==> src/rtl/arx_pkg.sv <==
`timescale 1ns/1ps
package arx_pkg;
  typedef enum logic [1:0] {
    FMT_I2S  = 2'd0,
    FMT_LJ   = 2'd1,
    FMT_DSP  = 2'd2,
    FMT_PACK = 2'd3
  } fmt_e;
endpackage

==> src/rtl/arx_sync.sv <==
`timescale 1ns/1ps
module arx_sync #(
  parameter int N = 3
) (
  input  logic         clk,
  input  logic         rst_n,
  input  logic [N-1:0] d,
  output logic [N-1:0] q
);
  logic [N-1:0] meta_q, stab_q;

  always_ff @(posedge clk or negedge rst_n) begin
    if (!rst_n) begin
      meta_q <= '0;
      stab_q <= '0;
    end else begin
      meta_q <= d;
      stab_q <= meta_q;
    end
  end

  assign q = stab_q;
endmodule

==> src/rtl/arx_edge.sv <==
`timescale 1ns/1ps
module arx_edge (
  input  logic clk,
  input  logic rst_n,
  input  logic bclk_s,
  input  logic fall_sel,
  output logic samp
);
  logic bclk_d, bclk_d_n;

  assign bclk_d_n = bclk_s;

  always_ff @(posedge clk or negedge rst_n) begin
    if (!rst_n) bclk_d <= 1'b0;
    else        bclk_d <= bclk_d_n;
  end

  // Rising edge for most formats, falling edge for the pulse format
  assign samp = fall_sel ? (bclk_d & ~bclk_s) : (bclk_s & ~bclk_d);
endmodule

==> src/rtl/arx_frame.sv <==
`timescale 1ns/1ps
module arx_frame
  import arx_pkg::*;
(
  input  logic       clk,
  input  logic       rst_n,
  input  logic       samp,
  input  logic       wclk_s,
  input  logic [1:0] fmt_in,
  input  logic       w18_in,
  input  logic       idle,
  input  logic       pair_done,
  output fmt_e       cfg_fmt,
  output logic       wide,
  output logic       open_s,
  output logic       close_s,
  output logic       open_left,
  output logic       abort
);
  logic       lw, llw, tog, cfg_w18;
  logic [1:0] prime_cnt;
  logic       lw_n, llw_n, tog_n, cfg_w18_n;
  logic [1:0] prime_n;
  fmt_e       cfg_fmt_n;

  logic is_dsp, is_i2s, primed, cur_lvl, prv_lvl, lvl_edge;
  logic dsp_start, dsp_end, cfg_load;

  assign is_dsp = (cfg_fmt == FMT_DSP);
  assign is_i2s = (cfg_fmt == FMT_I2S);
  assign primed = (prime_cnt == 2'd2);

  // Delayed format: use the word clock one sample late, inverted, so it
  // lines up with the left-aligned decode (high = left).
  assign cur_lvl  = is_i2s ? ~lw  : wclk_s;
  assign prv_lvl  = is_i2s ? ~llw : lw;
  assign lvl_edge = primed & (cur_lvl ^ prv_lvl);

  assign dsp_start = primed & lw & ~wclk_s;
  assign dsp_end   = primed & ~lw & wclk_s;

  assign open_s    = samp & (is_dsp ? dsp_start : lvl_edge);
  assign close_s   = samp & (is_dsp ? dsp_end   : lvl_edge);
  assign open_left = is_dsp ? ~tog : cur_lvl;

  assign cfg_load = idle | pair_done;
  assign abort    = cfg_load & ((fmt_e'(fmt_in) != cfg_fmt) | (w18_in != cfg_w18));
  assign wide     = cfg_w18 & (cfg_fmt != FMT_PACK);

  always_comb begin
    lw_n      = lw;
    llw_n     = llw;
    prime_n   = prime_cnt;
    tog_n     = tog;
    cfg_fmt_n = cfg_fmt;
    cfg_w18_n = cfg_w18;
    if (samp) begin
      lw_n  = wclk_s;
      llw_n = lw;
      if (!primed) prime_n = prime_cnt + 2'd1;
    end
    if (open_s && is_dsp) tog_n = ~tog;
    if (abort)            tog_n = 1'b0;
    if (cfg_load) begin
      cfg_fmt_n = fmt_e'(fmt_in);
      cfg_w18_n = w18_in;
    end
  end

  always_ff @(posedge clk or negedge rst_n) begin
    if (!rst_n) begin
      lw        <= 1'b0;
      llw       <= 1'b0;
      prime_cnt <= 2'd0;
      tog       <= 1'b0;
      cfg_fmt   <= FMT_I2S;
      cfg_w18   <= 1'b0;
    end else begin
      lw        <= lw_n;
      llw       <= llw_n;
      prime_cnt <= prime_n;
      tog       <= tog_n;
      cfg_fmt   <= cfg_fmt_n;
      cfg_w18   <= cfg_w18_n;
    end
  end
endmodule

==> src/rtl/arx_cap.sv <==
`timescale 1ns/1ps
module arx_cap #(
  parameter int WMAX = 18,
  parameter int WMIN = 16
) (
  input  logic            clk,
  input  logic            rst_n,
  input  logic            samp,
  input  logic            sdat_s,
  input  logic            open_s,
  input  logic            close_s,
  input  logic            open_left,
  input  logic            wide,
  input  logic            abort,
  output logic [WMAX-1:0] left_o,
  output logic [WMAX-1:0] right_o,
  output logic            valid_o,
  output logic            idle,
  output logic            pair_done
);
  localparam int CW = $clog2(WMAX + 1);

  logic [WMAX-1:0] word, hold_l, lo, ro;
  logic [CW-1:0]   cnt;
  logic            in_word, cur_left, have_l, vo;

  logic [WMAX-1:0] word_n, hold_n, lo_n, ro_n;
  logic [CW-1:0]   cnt_n, wlen, top_idx, bit_idx;
  logic            in_n, cl_n, have_n, vo_n, left_done;

  assign wlen      = wide ? CW'(WMAX) : CW'(WMIN);
  assign top_idx   = wlen - CW'(1);
  assign bit_idx   = wlen - CW'(1) - cnt;
  assign left_done = close_s & in_word & cur_left;
  assign pair_done = close_s & in_word & ~cur_left & have_l;
  assign idle      = ~in_word & ~have_l;

  always_comb begin
    word_n = word;
    cnt_n  = cnt;
    in_n   = in_word;
    cl_n   = cur_left;
    hold_n = hold_l;
    have_n = have_l;
    lo_n   = lo;
    ro_n   = ro;
    vo_n   = 1'b0;
    if (left_done) begin
      hold_n = word;
      have_n = 1'b1;
    end
    if (pair_done) begin
      lo_n   = hold_l;
      ro_n   = word;
      vo_n   = 1'b1;
      have_n = 1'b0;
    end
    if (close_s) in_n = 1'b0;
    if (open_s) begin
      word_n          = '0;
      word_n[top_idx] = sdat_s;
      cnt_n           = CW'(1);
      in_n            = 1'b1;
      cl_n            = open_left;
    end else if (samp && in_word && !close_s && (cnt < wlen)) begin
      word_n[bit_idx] = sdat_s;
      cnt_n           = cnt + CW'(1);
    end
    if (abort) begin
      in_n   = 1'b0;
      have_n = 1'b0;
    end
  end

  always_ff @(posedge clk or negedge rst_n) begin
    if (!rst_n) begin
      word     <= '0;
      cnt      <= '0;
      in_word  <= 1'b0;
      cur_left <= 1'b0;
      hold_l   <= '0;
      have_l   <= 1'b0;
      lo       <= '0;
      ro       <= '0;
      vo       <= 1'b0;
    end else begin
      word     <= word_n;
      cnt      <= cnt_n;
      in_word  <= in_n;
      cur_left <= cl_n;
      hold_l   <= hold_n;
      have_l   <= have_n;
      lo       <= lo_n;
      ro       <= ro_n;
      vo       <= vo_n;
    end
  end

  assign left_o  = lo;
  assign right_o = ro;
  assign valid_o = vo;
endmodule

==> src/rtl/audio_rx.sv <==
`timescale 1ns/1ps
module audio_rx
  import arx_pkg::*;
#(
  parameter int WMAX = 18,
  parameter int WMIN = 16
) (
  input  logic            clk,
  input  logic            rst_n,
  input  logic            bclk_i,
  input  logic            wclk_i,
  input  logic            sdat_i,
  input  logic [1:0]      fmt_i,
  input  logic            w18_i,
  output logic [WMAX-1:0] left_o,
  output logic [WMAX-1:0] right_o,
  output logic            valid_o
);
  logic       rst_q;
  logic [2:0] s_in;
  logic       samp, wide, open_s, close_s, open_left, abort, idle, pair_done;
  fmt_e       cfg_fmt;

  arx_sync #(.N(1)) u_rst (
    .clk(clk), .rst_n(rst_n), .d(1'b1), .q(rst_q)
  );

  arx_sync #(.N(3)) u_sync (
    .clk(clk), .rst_n(rst_q), .d({bclk_i, wclk_i, sdat_i}), .q(s_in)
  );

  arx_edge u_edge (
    .clk(clk), .rst_n(rst_q), .bclk_s(s_in[2]),
    .fall_sel(cfg_fmt == FMT_DSP), .samp(samp)
  );

  arx_frame u_frame (
    .clk(clk), .rst_n(rst_q), .samp(samp), .wclk_s(s_in[1]),
    .fmt_in(fmt_i), .w18_in(w18_i), .idle(idle), .pair_done(pair_done),
    .cfg_fmt(cfg_fmt), .wide(wide), .open_s(open_s), .close_s(close_s),
    .open_left(open_left), .abort(abort)
  );

  arx_cap #(.WMAX(WMAX), .WMIN(WMIN)) u_cap (
    .clk(clk), .rst_n(rst_q), .samp(samp), .sdat_s(s_in[0]),
    .open_s(open_s), .close_s(close_s), .open_left(open_left),
    .wide(wide), .abort(abort), .left_o(left_o), .right_o(right_o),
    .valid_o(valid_o), .idle(idle), .pair_done(pair_done)
  );
endmodule

==> config.mk <==
export PLATFORM = sky130hd
export DESIGN_NAME = audio_rx
export DESIGN_NICKNAME = d
export VERILOG_FILES = /design/src/rtl/arx_pkg.sv /design/src/rtl/arx_sync.sv /design/src/rtl/arx_edge.sv /design/src/rtl/arx_frame.sv /design/src/rtl/arx_cap.sv /design/src/rtl/audio_rx.sv
export SDC_FILE = /design/constraint.sdc
export NUM_CORES = 1
export LEC_CHECK = 0
export ABC_AREA = 1
export BUFFER_PORTS_ARGS = -buffer_cell sky130_fd_sc_hd__buf_2
export CORE_ASPECT_RATIO = 0.6
export CORE_MARGIN = 4
export CORE_UTILIZATION = 38
export CTS_BUF_LIST = sky130_fd_sc_hd__clkbuf_4 sky130_fd_sc_hd__clkbuf_8 sky130_fd_sc_hd__clkbuf_16
export DETAILED_ROUTE_END_ITERATION = 12
export PLACE_DENSITY = 0.57
export SYNTH_ARGS = -nofsm -noshare
export SYNTH_HDL_FRONTEND = slang
export SYNTH_SLANG_ARGS = --single-unit
==> constraint.sdc <==
create_clock -name clk -period 8.1 [get_ports clk]
set_input_delay 0.405 -clock clk [delete_from_list [all_inputs] [get_ports clk]]
set_output_delay 0.405 -clock clk [all_outputs]
set_load 0.05 [all_outputs]
==> results.md <==
- STA puts the critical path data arrival time at 2.93 ns.
- The number of different library cells used by synthesis comes to 28.
- Entering global routing, the biggest net connects 58 pins.
- The post-layout minimum cycle time is 2.690 ns.
- In this run, the number of DRC markers left after iteration 0 of detailed routing was 180.
- The adder and majority cell fraction of the synthesized area is 1.974%.
- The main combinational cell family by area after synthesis is simple AND/OR/NAND/NOR gates.
- The detailed-router iteration count before antenna repair is 4.
- The fraction of the yosys area taken by sequential cells is 55.27%.
- The effective utilization at floorplan is 39.14%.
- The number of gates resized after CTS is 0.
- The area fraction in compound gates after synthesis is 6.909%.
- For the final database, setup skew stands at 0.008759 ns.
- The number of max-slew violations in the final report came to 0.
- Detailed routing inserted a total of 3,364 vias.
- In this run the remaining antenna-violating nets after routing total 0.
- The parity-gate share of the synthesized area counting xor and xnor cells is 1.551%.
- The total area of multi-input combinational cells is 1675 um^2.
- The placed instances occupy a cell area of 4740 um^2.
- Ranked by total cell area, the synthesized netlist is headed by sky130_fd_sc_hd__dfrtp_1 (55%), sky130_fd_sc_hd__nand2_1 (13%), sky130_fd_sc_hd__nor2_1 (6.8%), sky130_fd_sc_hd__o21ai_0 (4.4%), sky130_fd_sc_hd__inv_1 (3.8%).
- Setup violations remaining at the end of the flow were counted as 0.
- Of all flip-flops after synthesis, the portion carrying an async set or reset was 100.0%.
- Setup repair after global routing left no endpoint under its margin.
- After detailed routing, the number of vias per cell comes to 4.596.
- The source of the worst hold timing path is bclk_i.
- Along the worst path, the maximum fanout reaches 37.
- The worst reg2reg path startpoint is u_frame.cfg_fmt[1].
- The number of diodes is 0.
- The count of max-cap constraint violations is 0.
- The number of non-filler instances in the completed layout is 732.
- The highest ir drop seen on vdd is 0.0001544 V.
- The wire length of the first global-routing pass is 15,790 um.
- The initial antenna violation count was 0.
- The share of Yosys cell area claimed by the top area cell type is 55.27%.
- After layout, the worst path uses 33.21% of the clock period.
- The area added between synthesis and finish is 14.27%.
- The reg-to-reg endpoint is u_cap.word[15].
- In the routed design, unresolved DRC markers number 0.
- The static leakage is 2.536 nW.
- Based on the critical path, the design can be clocked at up to 0.3717 GHz.
- Across all register-to-register paths, the minimum setup slack is 5.41 ns.
- The run finished with clean final reports.
- TritonCTS built the clock tree.
- The power density over cell area is 401.6 nW/um^2.
- In the post-synthesis netlist, the cell with the most instances is sky130_fd_sc_hd__nand2_1.
- In this run the cell area of the synthesized design comes to 4437 um^2.
- The biggest area consumer among synthesized cells is sky130_fd_sc_hd__dfrtp_1.
- The most used flip-flop cell after synthesis is sky130_fd_sc_hd__dfrtp_1.
- The critical path capture point type is a flip-flop.
- Dividing the detail-routed wire length by the instance count gives 12.33 um.
- For the pin with the worst max-slew slack, the measured transition is 1.005 ns.
- The total power is 2.036 mW.
- TritonCTS created 9 clock buffers.
- The overall overflow remaining after global route is 0.
- The final HPWL from detailed placement is 6330 um.
- The path class of the tightest hold or removal check is in -> reg.
- The average cell area after synthesis is 8.403 um^2.
- The number of setup buffers added after CTS is 0.
- 45 I/O pins were placed.
- After routing, the total negative slack on setup checks comes to 0 ns.
- The commonest cells after synthesis are sky130_fd_sc_hd__nand2_1 (148), sky130_fd_sc_hd__dfrtp_1 (98), sky130_fd_sc_hd__nor2_1 (80).
- The H-tree generated during clock tree synthesis spans 3 levels.
- The cell total after placement is 715.
- The required time of the critical path is 8.34 ns.
- In this run, synthesis inferred 0 flip-flops with an integrated enable.
- The number of clock sinks seen by CTS is 98.
- The clock edge transition at the registers on the reported setup and hold paths is 0.07 ns.
- Clock latency on the worst-skew pair, taken at its later pin, is 0.35 ns.
- The number of global-route vias before repair is 3,232.
- The filler cells instantiated in the layout total 1,147.
- Port buffering added 44 buffers.
- Measured along the y axis, the die boundary spans 91.70 um.
- The sequential standard cell area is 2456 um^2.
- Routability-driven placement finished with a final weighted congestion of 0.8447.
- The clock tree root driver cell is sky130_fd_sc_hd__clkbuf_16.
- Global routing used 14.35% of the available tracks across all layers.
- The Yosys step of the flow raised 0 warnings.
- The critical path is of the reg -> reg type.
- Counting every instance in the synthesized netlist gives 528.
- The sort of element at the start of the critical path is a flip-flop.
- The final hold violation count is 0.
- Wires add up to 9022 um.
- With fillers left out, the area of the finished cells amounts to 5070 um^2.
- Synthesis produced a netlist with a net count of 543.
- The number of nets at the end of the flow is 582.
- Summing the areas of all and, or, nand and nor instances in the mapped netlist gives 27.24% of the synthesized area.
- The cell row count is 30.
- The core area is 11,340 um^2.
- After layout, the worst setup slack is 5.410 ns.
- The floorplan step defined a die boundary enclosing 13,530 um^2.
- The maximum root-to-sink buffer count is 2.
- Measured along the x axis, the die boundary spans 147.5 um.
- The number of cells on the worst reg-to-reg path is 11.
- The post-synthesis sequential element count is 98.
- The tightest slew margin relative to the limit is 32.79%.
- The pre-CTS setup slack is 5.414 ns.
- The mux contribution to synthesized area is 0%.
- The worst min-delay path endpoint is u_sync.meta_q[2].
- Counting instances, the worst hold path has a depth of 1.
- Of the cells placed in the final design, the portion with a size suffix greater than 1 is 13.11%.
## metal layers
| metal | vias to the layer above | wire length [um] | GRT usage [%] |
|---|---|---|---|
| li1 | 1754 | - | - |
| met1 | 1549 | 5011 | 21.13 |
| met2 | 49 | 3519 | 20.41 |
| met3 | 12 | 366 | 4.099 |
| met4 | 0 | 125 | 4.419 |
| met5 | - | 0 | 0 |
## how the worst max path moves through the flow
stage	from	end	slack, ns	depth (start not counted)
finish	u_frame.cfg_fmt[1]	u_cap.word[15]	5.41	11
global route	u_frame.prime_cnt[0]	u_cap.left_o[11]	5.00	12
CTS	u_frame.prime_cnt[0]	u_cap.left_o[15]	5.39	12
detailed placement	u_frame.prime_cnt[0]	u_cap.left_o[15]	5.41	12
global placement	u_frame.prime_cnt[0]	u_cap.left_o[17]	5.45	12
floorplan	u_rst.q	u_cap.cnt[0]	5.17	0
## area by class of cell
type,instances,area share (%)
sequential,98,48.45
multi-input combinational,364,33.05
timing repair buffer,46,4.689
clock buffer,9,4.442
tap,160,3.949
inverter,48,3.554
clock inverter,7,1.876
## placed cells by master, fill, tap and decap left out, types with 2 or more instances in the layout
| cell type | instances |
|---|---|
| sky130_fd_sc_hd__inv_2 | 2 |
| sky130_fd_sc_hd__nor2_1 | 80 |
| sky130_fd_sc_hd__xnor2_1 | 4 |
| sky130_fd_sc_hd__buf_2 | 44 |
| sky130_fd_sc_hd__ha_1 | 7 |
| sky130_fd_sc_hd__nand3_1 | 18 |
| sky130_fd_sc_hd__nand2_2 | 7 |
| sky130_fd_sc_hd__clkinvlp_4 | 2 |
| sky130_fd_sc_hd__nor2_4 | 2 |
| sky130_fd_sc_hd__dfrtp_1 | 97 |
| sky130_fd_sc_hd__nand4_1 | 17 |
| sky130_fd_sc_hd__xor2_1 | 2 |
| sky130_fd_sc_hd__o21ai_1 | 11 |
| sky130_fd_sc_hd__nor3_1 | 16 |
| sky130_fd_sc_hd__a21oi_1 | 7 |
| sky130_fd_sc_hd__inv_8 | 3 |
| sky130_fd_sc_hd__inv_1 | 45 |
| sky130_fd_sc_hd__nand2_1 | 148 |
| sky130_fd_sc_hd__clkbuf_16 | 9 |
| sky130_fd_sc_hd__o21ai_0 | 39 |
## registers in the layout (all words and copies together) (netlist names), 2 cells and up
signal	cells
u_cap.left_o	18
u_cap.hold_l	18
u_frame.cfg_fmt	2
u_sync.q	3
u_cap.right_o	18
u_cap.cnt	5
u_cap.word	18
u_sync.meta_q	3
u_frame.prime_cnt	2
## metrics by stage
stage	hold WS (ns)	utilization [%]
floorplan	0.1094	-
finish	0.1649	44.72
global placement	0.1939	41.81
CTS	0.1488	44.72
global route	0.1485	44.72
detailed placement	0.1968	41.81
## cells by family after synthesis
family / count (synthesis)
compound gates: 60
xor+xnor: 7
fa+ha+maj: 7
buf+inv: 66
flops: 98
other cells: 1
simple gates: 289
## worst max-delay path, cell delays in order (launching register included)
cell,delay [ns]
sky130_fd_sc_hd__dfrtp_1,0.45
sky130_fd_sc_hd__nand2_1,0.12
sky130_fd_sc_hd__nand2_1,0.17
sky130_fd_sc_hd__inv_1,0.15
sky130_fd_sc_hd__ha_1,0.16
sky130_fd_sc_hd__nand3_1,0.07
sky130_fd_sc_hd__a21oi_1,0.22
sky130_fd_sc_hd__nand3_2,0.54
sky130_fd_sc_hd__nand2_1,0.49
sky130_fd_sc_hd__nand2_1,0.09
sky130_fd_sc_hd__nand2_1,0.07
sky130_fd_sc_hd__nand2_1,0.05
## timing repair
action | 4_1_cts | 5_1_grt
endpoints found under the hold margin | 2 | 0
endpoints found under the setup margin | 0 | 0
hold buffers | 1 | 0
## power by group
| part | switching, mW | total (mW) | internal, mW |
|---|---|---|---|
| clock | 0.203 | 0.452 | 0.249 |
| combinational | 0.633 | 0.864 | 0.232 |
| sequential | 0.0874 | 0.720 | 0.633 |
| total | 0.923 | 2.04 | 1.11 |
Note: power is estimated with default switching activity, not from simulation.
